$ cat src/rtl/fft_wseq_pkg.sv
package fft_wseq_pkg;

  // Address ordering used by a stage
  typedef enum logic [1:0] {
    WMODE_STRIDED = 2'd0,
    WMODE_LINEAR  = 2'd1,
    WMODE_BITREV  = 2'd2
  } wmode_e;

  typedef enum logic {
    SEQ_IDLE = 1'b0,
    SEQ_RUN  = 1'b1
  } seq_state_e;

endpackage

$ cat src/rtl/wseq_ctrl.sv
module wseq_ctrl
  import fft_wseq_pkg::*;
#(
  parameter int N_LOG2 = 4,
  parameter int STAGES = 4
) (
  input  logic   clk,
  input  logic   rst,
  input  logic   start_i,
  input  logic   final_linear_i,
  output logic   load_o,
  output logic   adv_o,
  output logic   half_o,
  output wmode_e mode_o,
  output logic   done_o
);

  localparam int BF_HALF = 1 << (N_LOG2 - 2);
  localparam int CW      = $clog2(BF_HALF + 1);
  localparam int SW      = (STAGES > 1) ? $clog2(STAGES) : 1;
  localparam logic [CW-1:0] C_LAST = CW'(BF_HALF);
  localparam logic [SW-1:0] S_LAST = SW'(STAGES - 1);

  seq_state_e    state_q;
  logic [CW-1:0] cnt_q;
  logic [SW-1:0] stg_q;
  logic          half_q;
  logic          lin_q;
  logic          done_q;

  always_ff @(posedge clk) begin
    if (rst) begin
      state_q <= SEQ_IDLE;
      cnt_q   <= '0;
      stg_q   <= '0;
      half_q  <= 1'b0;
      lin_q   <= 1'b0;
      done_q  <= 1'b0;
    end else begin
      case (state_q)
        SEQ_IDLE: begin
          if (start_i) begin
            state_q <= SEQ_RUN;
            cnt_q   <= '0;
            stg_q   <= '0;
            half_q  <= 1'b0;
            lin_q   <= final_linear_i;
            done_q  <= 1'b0;
          end
        end
        default: begin
          if (cnt_q == C_LAST) begin
            cnt_q <= '0;
            if (!half_q) begin
              half_q <= 1'b1;
            end else begin
              half_q <= 1'b0;
              if (stg_q == S_LAST) begin
                state_q <= SEQ_IDLE;
                done_q  <= 1'b1;
              end else begin
                stg_q <= stg_q + 1'b1;
              end
            end
          end else begin
            cnt_q <= cnt_q + 1'b1;
          end
        end
      endcase
    end
  end

  always_comb begin
    if (stg_q != S_LAST) mode_o = WMODE_STRIDED;
    else if (lin_q)      mode_o = WMODE_LINEAR;
    else                 mode_o = WMODE_BITREV;
  end

  assign load_o = (state_q == SEQ_RUN) && (cnt_q == '0);
  assign adv_o  = (state_q == SEQ_RUN) && (cnt_q != '0);
  assign half_o = half_q;
  assign done_o = done_q;

endmodule

$ cat src/rtl/wseq_bank.sv
module wseq_bank
  import fft_wseq_pkg::*;
#(
  parameter int AW   = 3,
  parameter bit IS_B = 1'b0
) (
  input  logic          clk,
  input  logic          rst,
  input  logic          load_i,
  input  logic          adv_i,
  input  logic          half_i,
  input  wmode_e        mode_i,
  output logic [AW-1:0] addr_o
);

  logic [AW-1:0] off_q;
  logic [AW-1:0] addr_q;
  logic [AW-1:0] step;
  logic [AW-1:0] start_val;
  logic [AW-1:0] next_off;
  logic [AW-1:0] rev_off;
  logic          reload;

  always_comb begin
    if (mode_i == WMODE_STRIDED) begin
      step      = AW'(2);
      start_val = AW'(IS_B ? !half_i : half_i);
    end else begin
      step      = AW'(1);
      start_val = '0;
    end
    // Offsets reload at every half in strided mode, only at stage start otherwise
    reload   = load_i && ((mode_i == WMODE_STRIDED) || !half_i);
    next_off = off_q + step;
    for (int i = 0; i < AW; i++) begin
      rev_off[i] = next_off[AW-1-i];
    end
  end

  always_ff @(posedge clk) begin
    if (rst) begin
      off_q  <= '0;
      addr_q <= '0;
    end else if (reload) begin
      // Pre-decrement so the first advance lands on the start value
      off_q <= start_val - step;
    end else if (adv_i) begin
      off_q  <= next_off;
      addr_q <= (mode_i == WMODE_BITREV) ? rev_off : next_off;
    end
  end

  assign addr_o = addr_q;

endmodule

$ cat src/rtl/fft_wr_addr_seq.sv
module fft_wr_addr_seq
  import fft_wseq_pkg::*;
#(
  parameter int N_LOG2 = 4,
  parameter int STAGES = 4
) (
  input  logic              clk,
  input  logic              rst,
  input  logic              start_i,
  input  logic              final_linear_i,
  output logic              wr_en_o,
  output logic [N_LOG2-2:0] addr_a_o,
  output logic [N_LOG2-2:0] addr_b_o,
  output logic              swap_o,
  output logic              done_o
);

  localparam int AW = N_LOG2 - 1;

  logic   load;
  logic   adv;
  logic   half;
  wmode_e stage_mode;
  logic   wr_en_q;
  logic   swap_q;
  logic [AW-1:0] bank_addr [2];

  wseq_ctrl #(
    .N_LOG2(N_LOG2),
    .STAGES(STAGES)
  ) u_ctrl (
    .clk           (clk),
    .rst           (rst),
    .start_i       (start_i),
    .final_linear_i(final_linear_i),
    .load_o        (load),
    .adv_o         (adv),
    .half_o        (half),
    .mode_o        (stage_mode),
    .done_o        (done_o)
  );

  for (genvar g = 0; g < 2; g++) begin : g_bank
    wseq_bank #(
      .AW  (AW),
      .IS_B(g == 1)
    ) u_bank (
      .clk   (clk),
      .rst   (rst),
      .load_i(load),
      .adv_i (adv),
      .half_i(half),
      .mode_i(stage_mode),
      .addr_o(bank_addr[g])
    );
  end

  always_ff @(posedge clk) begin
    if (rst) begin
      wr_en_q <= 1'b0;
      swap_q  <= 1'b0;
    end else begin
      wr_en_q <= adv;
      swap_q  <= adv && half && (stage_mode == WMODE_STRIDED);
    end
  end

  assign wr_en_o  = wr_en_q;
  assign swap_o   = swap_q;
  assign addr_a_o = bank_addr[0];
  assign addr_b_o = bank_addr[1];

endmodule

$ cat config.mk
export PLATFORM = sky130hd
export DESIGN_NAME = fft_wr_addr_seq
export DESIGN_NICKNAME = d
export VERILOG_FILES = /design/src/rtl/fft_wseq_pkg.sv /design/src/rtl/wseq_ctrl.sv /design/src/rtl/wseq_bank.sv /design/src/rtl/fft_wr_addr_seq.sv
export SDC_FILE = /design/constraint.sdc
export NUM_CORES = 1
export LEC_CHECK = 0
export BUFFER_PORTS_ARGS = -buffer_cell sky130_fd_sc_hd__buf_2
export CAP_MARGIN = 20
export CORE_UTILIZATION = 50
export CTS_BUF_LIST = sky130_fd_sc_hd__clkbuf_8 sky130_fd_sc_hd__clkbuf_16
export CTS_CLUSTER_SIZE = 25
export DETAILED_ROUTE_END_ITERATION = 7
export PLACE_DENSITY = 0.73
export SKIP_CTS_REPAIR_TIMING = 1
export SLEW_MARGIN = 20
export SYNTH_ARGS = -nofsm -noshare
export SYNTH_HDL_FRONTEND = slang
export SYNTH_SLANG_ARGS = --single-unit
$ cat constraint.sdc
create_clock -name clk -period 2.1 [get_ports clk]
set_input_delay 0.21 -clock clk [delete_from_list [all_inputs] [get_ports clk]]
set_output_delay 0.21 -clock clk [all_outputs]
set_load 0.03 [all_outputs]
Yosys cells after proc, flatten, opt, wreduce, memory -nomap -nowiden. Index checks and enable logic that the tools add are counted.

Bits in registers: 23. Latch bits: 0. Memory bits (writable): 0. ROM bits: 0. Input port bits: 4. Output and inout bits: 9. Memories kept: 0.

Add/subtract/negate cells: 6. $mul: 0. Div/mod/pow operators: 0. Magnitude comparators: 0. Eq/ne operators: 8. Shift operators: 0. Mux-type cells: 32. Bitwise gates (word level): 2. Reductions and logical operators: 17.

Operators by type and width (number): $mux W3 (9); $mux W2 (8); $mux W1 (15); $ne A2 B2 Y1 const B (5); $reduce_and A4 Y1 (2); $add A3 B2 Y3 (2); $reduce_and A2 Y1 (3); $sub A1 B2 Y3 (2); $logic_and A1 B1 Y1 (5); $eq A2 B2 Y1 const B (2); $reduce_bool A2 Y1 (2); $add A3 B1 Y3 const B (1); $eq A3 B3 Y1 const B (1); $logic_not A3 Y1 (1); $reduce_bool A3 Y1 (1); $add A2 B1 Y2 const B (1); $logic_not A2 Y1 (1); $not A1 Y1 (2); $logic_not A1 Y1 (1); $logic_or A1 B1 Y1 (1).

Longest topological paths before layout. Gate-level depths: netlist of run 1.

Word-level depth: 7. Mapped depth: 9. Depth with buffers taken out: 7.

Modules after synthesis. From an unflattened synthesis of run 1, not the netlist that was laid out.

Cell total of the unflattened synthesis: 143. Area total of the unflattened synthesis: 1311.3 sq um.

By module, submodules not included: wseq_ctrl (times used 1, cells each 53, area each 452.9 sq um, sequential area each 180.2 sq um); wseq_bank (g_bank[1].u_bank) (times used 1, cells each 43, area each 401.6 sq um, sequential area each 120.1 sq um); wseq_bank (g_bank[0].u_bank) (times used 1, cells each 42, area each 392.9 sq um, sequential area each 120.1 sq um); fft_wr_addr_seq (times used 1, cells each 5, area each 63.8 sq um, sequential area each 40.0 sq um).

Least setup slack after synthesis of run 1. OpenSTA, ideal clock, no wires.

Path kind: flip-flop to flip-flop. From: reg u_ctrl.stg_q[0]. To: reg g_bank[0].u_bank.addr_q[2]. Setup time: 0.088 ns. Arrival: 1.973 ns. Data required time: 2.012 ns. Setup slack: 0.039 ns. Cell stages (with the launch flop): 10. Clock period less this slack: 2.061 ns. Cell sequence: dfxtp_1 ha_1 buf_2 clkbuf_1 ha_1 inv_1 fa_1 xnor2_1 nand2_1 a311oi_2.

Word-level cells in the longest chain between the ends: 7. Elaborated cells between the ends (all ways): 11.

RTL lines: start: declaration (RTL line wseq_ctrl.sv:26) `logic [SW-1:0] stg_q;`; start signal: assignment (RTL line wseq_ctrl.sv:62) `stg_q <= stg_q + 1'b1;`; $ne A2 B2 Y1 (*) (RTL line wseq_ctrl.sv:74) `if (stg_q != S_LAST) mode_o = WMODE_STRIDED;`; $mux W2 (*) (RTL line wseq_ctrl.sv:74); branches (longest 5 deep; another with $add A3 B2 Y3); end signal: assignment (RTL line wseq_bank.sv:49) `addr_q <= (mode_i == WMODE_BITREV) ? rev_off : next_off;`; end: declaration (RTL line wseq_bank.sv:17) `logic [AW-1:0] addr_q;`.

Mark *: on every way between the ends. A chain may end at the register's enable or synchronous reset.

Final worst setup path of run 1. Ends and elaborated chain as after synthesis.

==> results of run 1 <==
report_power, final:
group,internal [W],switching (W)
registers,0.000457,0.0000163
clock network,0.000130,0.000130
logic,0.0000525,0.0000810
total,0.000640,0.000228
worst paths after layout:
check | cells past startpoint | endpoint | slack, ps | from
max reg2reg | 7 | g_bank[0].u_bank.addr_o[2]$_SDFFE_PP0P_ | 180 | u_ctrl.stg_q[0]$_SDFFE_PP0P_
max | 7 | g_bank[0].u_bank.addr_o[2]$_SDFFE_PP0P_ | 180 | u_ctrl.stg_q[0]$_SDFFE_PP0P_
min | 3 | u_ctrl.lin_q$_SDFFE_PP0P_ | 180 | final_linear_i
min reg2reg | 2 | u_ctrl.stg_q[1]$_SDFFE_PP0P_ | 490 | u_ctrl.stg_q[1]$_SDFFE_PP0P_
worst max-delay path, delay by kind of cell (launching register included):
| family | cells | cell delay [ps] |
|---|---|---|
| fa+ha+maj | 3 | 850 |
| flops | 1 | 360 |
| buf+inv | 1 | 60 |
| compound gates | 1 | 260 |
| xor+xnor | 1 | 210 |
| simple gates | 1 | 90 |
metal layers:
layer  global-route usage  vias up  wire (microns)
met3              0.02778        0              68
li1                     -      461               -
met5                    0        -               0
met4              0.07143        0               0
met1               0.2486      430            1050
met2               0.3153       15             984
flip-flops by register name, summed over array words and instances (netlist names):
signal / cells
g_bank.u_bank.addr_o: 6
g_bank.u_bank.off_q: 6
swap_o: 1
u_ctrl.cnt_q: 3
u_ctrl.done_o: 1
u_ctrl.half_o: 1
u_ctrl.lin_q: 1
u_ctrl.state_q: 1
u_ctrl.stg_q: 2
wr_en_o: 1
synth_stat cells:
| cell type | count | area share |
|---|---|---|
| nor2_2 | 2 | 0.011 |
| nand2_1 | 15 | 0.049 |
| nand3_1 | 3 | 0.013 |
| and3_1 | 1 | 0.0055 |
| a311oi_2 | 4 | 0.052 |
| nor2_4 | 1 | 0.0098 |
| dfxtp_1 | 23 | 0.40 |
| clkbuf_2 | 1 | 0.0044 |
| xnor2_1 | 5 | 0.038 |
| nor3_1 | 5 | 0.022 |
| o21ai_1 | 2 | 0.0087 |
| inv_1 | 8 | 0.026 |
| mux2i_1 | 1 | 0.0087 |
| nand2b_1 | 3 | 0.016 |
| nand3b_1 | 1 | 0.0066 |
| a221oi_1 | 1 | 0.0077 |
| nor2b_4 | 1 | 0.012 |
| fa_1 | 2 | 0.035 |
| or2b_1 | 1 | 0.0066 |
| a31oi_1 | 2 | 0.011 |
| mux2_2 | 1 | 0.0098 |
| buf_1 | 1 | 0.0033 |
| a21oi_1 | 10 | 0.044 |
| clkbuf_1 | 2 | 0.0066 |
| buf_2 | 1 | 0.0044 |
| ha_1 | 5 | 0.055 |
| a21bo_2 | 1 | 0.0087 |
| o21ai_0 | 3 | 0.013 |
| nand4_1 | 1 | 0.0055 |
| buf_6 | 2 | 0.020 |
| a311oi_1 | 1 | 0.0077 |
| inv_2 | 1 | 0.0033 |
| nor2_1 | 16 | 0.052 |
| a211o_1 | 1 | 0.0077 |
| o211ai_1 | 2 | 0.013 |
cell families after synthesis:
logic type	synth area share
XOR/XNOR	0.03825
adder cells (fa/ha/maj)	0.08962
buffers and inverters	0.06775
flip-flops	0.4022
multiplexers	0.01858
AND/OR/NAND/NOR	0.2098
AO/OA/AOI/OAI	0.1738
metrics by stage:
stage          hold WS (ps)  utilization  total power (W)  worst slack, ps
2_1_floorplan         277.9            -        0.0005892            38.67
3_3_place_gp          446.6       0.5904        0.0006133            278.5
3_5_place_dp          448.7       0.5904        0.0006166            246.2
4_1_cts               173.3       0.6123        0.0008787            181.0
5_1_grt               177.8       0.6123        0.0009137            4.372
6_report              177.3       0.6123        0.0008679            179.2
final cells by class:
class	instances	area (sq um)	area share
multi-input combinational	91	606.8	0.4807
sequential	23	460.4	0.3647
timing repair buffer	15	82.58	0.06541
clock buffer	3	41.29	0.03271
inverter	9	33.78	0.02676
tap	27	33.78	0.02676
clock inverter	1	3.754	0.002973
==> flow_summary.toml, run 1 <==
[clock_tree]
clkLatencyLatePin_ps = 260
clk_pin_slew_ps = 80
cts_root_buffer = "clkbuf_8"
cts_buffer_depth = 2
cts_tree = "done"
ctsHtreeMaxLevel = 1
cts_made_buffers = 3
cts_sinks = 23

[power]
p_per_area_nw_per_um2 = 687.5
leakagePower_nw = 0.5172
ir_drop_uv = 573.9

[layout]
areaGrowthSynthToFinish_pct = 10.27
final_common_cell = "dfxtp_1"
layout-drive-gt1-share = 0.2042
fin_area_sq_um = 1262
fin_nets = 154
final_cell_mix = "dfxtp_1, nor2_1, nand2_1, buf_2, a21oi_1"
antennaDiodeCount = 0
fill_cells = 176
stdcell_count = 169

[status]
status = "completed"

[sta]
worst_pin_slew_ps = 424.3
fmax_mhz = 520.6
post-route-min-period_ps = 1921
setup_viol = 0
rsz0062_at_grt = "false"
slew_viol_final = 0
skew_ps = 2.721
timing.final.crit_share = 0.9147
hold_viol_final = 0
relSlewSlack = 0.7171
tns_ps = 0

[die]
core-area_sq_um = 2062
row_count = 16
ios = 13
die_w_microns = 49.85
die_h_microns = 49.85
die_area_sq_um = 2485
floorplan.initialDensity = 0.5552

[synth]
synth.distinct_cells = 35
synthesis.nets = 141
syn_avg_cell_area_sq_um = 8.807
yosysSeqAreaShare = 0.4022
syn_area_sq_um = 1145
yosys_warnings = 0
syn_inst = 130
ys_seq_elements = 23

[global_routing]
grt_pass1_wl_mm = 3.670
grt-ovfl-total = 0
antenna_found_initial = 0
grt_pass1_vias = 838
grt_max_degree = 23
grt_usage = 0.1905

[detailed_routing]
viasPerCell = 5.361
wl_per_cell_microns = 12.44
dr.first_iter.drc_count = 15
vias = 906
drtAntennaViolNets = 0
dr.pass1.iters = 4
wirelength_mm = 2.103
drc_errors = 0

[min_path]
hold_path.class = "in2reg"

[critical_path]
critical_path_class = "reg2reg"
crit_path_max_fanout = 4
cp-end-kind = "flip-flop"
cp_slowest_cell = "fa_1"
crit_top_cell = "ha_1"
required_ps = 2270
max_stage_delay_ps = 430
start_kind = "flip-flop"
cp_cell_sequence = "ha_1 > ha_1 > inv_1 > fa_1 > xnor2_1 > nand2_1 > a311oi_2"
cp.arrival_ps = 2090

[place]
io_buffers = 12
placed_cell_area_sq_um = 1217
gp_congestion = 0.8162
placedCellCount = 165
hpwl_mm = 1.541

[job]
cap_viol_max_count = 0
(Power assumes the default switching activity.)
==> inputs of run 2 (changes only) <==
CTS_BUF_LIST = unset   (was sky130_fd_sc_hd__clkbuf_8 sky130_fd_sc_hd__clkbuf_16)
CTS_CLUSTER_DIAMETER = 80   (was unset)
PLACE_DENSITY = 0.82   (was 0.73)
==> run 2 against run 1 <==
Compared with the run above: design area fell by 1.1%; sequential power barely moved; flip-flop and latch count did not move; via count fell by 1.2%; first-iteration DRC count fell by 33%; setup slack improved by 13 ps; combinational power barely moved; clock power fell by 22%; sequential share of layout area rose by 0.40 points; fmax rose by 0.68%; critical path depth did not move; critical path type unchanged; critical endpoint is now g_bank[1].u_bank.addr_o[0]$_SDFFE_PP0P_.
==> flow_summary.toml, run 2 (same netlist as run 1, synthesis figures left out) <==
[status]
status = "completed"

[die]
die_w_microns = 49.85
row_count = 16
floorplan.initialDensity = 0.5552
die_area_sq_um = 2485
ios = 13
die_h_microns = 49.85
core-area_sq_um = 2062

[critical_path]
cp-end-kind = "flip-flop"
cp.arrival_ps = 2140
endpoint = "g_bank[1].u_bank.addr_o[0]$_SDFFE_PP0P_"
rr_worst_depth = 7
rr_endpoint = "g_bank[1].u_bank.addr_o[0]$_SDFFE_PP0P_"
required_ps = 2330
critical_path_class = "reg2reg"
rrSetupSlack_ps = 190
critical_path.startpoint = "u_ctrl.stg_q[0]$_SDFFE_PP0P_"
start_kind = "flip-flop"
crit_path_max_fanout = 9
r2r_start = "u_ctrl.stg_q[0]$_SDFFE_PP0P_"

[power]
p_per_area_nw_per_um2 = 653.4
ir_drop_uv = 426.0
leakagePower_nw = 0.4985
report.power.total_w = 0.0008159

[detailed_routing]
wl_per_cell_microns = 12.82
dr.first_iter.drc_count = 10
wirelength_mm = 2.141
drc_errors = 0
drtAntennaViolNets = 0
vias = 895
dr.pass1.iters = 4
viasPerCell = 5.359

[layout]
fin_nets = 152
areaGrowthSynthToFinish_pct = 9.071
post-route-util = 0.6056
stdcell_count = 167
final_common_cell = "dfxtp_1"
antennaDiodeCount = 0
final_cell_mix = "dfxtp_1, nor2_1, nand2_1, buf_2, a21oi_1"
layout-drive-gt1-share = 0.2071

[clock_tree]
cts_tree = "done"
cts_buffer_depth = 2
clkLatencyLatePin_ps = 310
cts_made_buffers = 3
ctsHtreeMaxLevel = 1
cts_sinks = 23
clk_pin_slew_ps = 120
cts_root_buffer = "clkbuf_4"

[sta]
skew_ps = 0.9594
fmax_mhz = 524.2
hold_viol_final = 0
worst_pin_slew_ps = 475.8
rsz0062_at_grt = "false"
setup_viol = 0
timing.final.crit_share = 0.9085
tns_ps = 0
slew_viol_final = 0
relSlewSlack = 0.6824
post-route-min-period_ps = 1908

[place]
gp_congestion = 0.8472
hpwl_mm = 1.583
io_buffers = 12
placedCellCount = 163

[job]
cap_viol_max_count = 0

[global_routing]
grt_usage = 0.1983
grt_pass1_vias = 836
grt-ovfl-total = 0
antenna_found_initial = 0
grt_max_degree = 23
grt_pass1_wl_mm = 3.643

[min_path]
hold_path.class = "in2reg"
[run 2: cell types whose count changed in the layout (fill, tap and decap cells not counted)]
cell,delta
buf_4,-2
xnor2_2,+1
inv_1,-1
clkbuf_8,-3
clkbuf_4,+3
ha_4,+1
ha_1,-1
clkbuf_1,+1
xnor2_1,-1
[run 2: how the worst min path moves through the flow]
stage / slack [ps] / cells after the start / endpoint / start
detailed placement: 460 / 3 / u_ctrl.lin_q$_SDFFE_PP0P_ / final_linear_i
finish: 130 / 3 / u_ctrl.lin_q$_SDFFE_PP0P_ / final_linear_i
floorplan: 280 / 1 / g_bank[1].u_bank.addr_o[2]$_SDFFE_PP0P_ / rst
CTS: 130 / 3 / u_ctrl.lin_q$_SDFFE_PP0P_ / final_linear_i
global route: 120 / 3 / u_ctrl.lin_q$_SDFFE_PP0P_ / final_linear_i
global placement: 440 / 3 / u_ctrl.lin_q$_SDFFE_PP0P_ / final_linear_i
[run 2: per-stage QoR]
stage                     setup WS, ps  hold slack, ps  area (sq um)
final                            192.3           127.9          1249
after global routing             61.23           123.2          1249
after CTS                        17.03           134.0          1229
after detailed placement         38.41           461.9          1202
after global placement           107.8           442.6          1202
after floorplan                  38.67           277.9          1145
[run 2: power by group]
part,total (W),internal [W],switching [W]
combinational,0.000135,0.0000533,0.0000814
sequential,0.000477,0.000458,0.0000190
clock,0.000204,0.0000743,0.000130
[run 2: critical path: stages, from the launching register on]
cell	delay [ps]
dfxtp_1	410
ha_4	210
ha_1	160
inv_1	50
fa_1	420
xnor2_1	220
nand2_1	100
a311oi_2	270
[run 2: per-layer routing]
| layer | track usage | part of all wire |
|---|---|---|
| met1 | 0.2471 | 0.46 |
| met2 | 0.3311 | 0.48 |
| met3 | 0.02778 | 0.032 |
| met4 | 0.1000 | 0.020 |
| met5 | 0 | 0 |
[run 2: final cells by class]
type	count	area, sq um
sequential	23	460.4
clock buffer	4	26.28
multi-input combinational	91	626.9
fill	172	813.3
timing repair buffer	13	67.56
inverter	9	33.78
tap	27	33.78
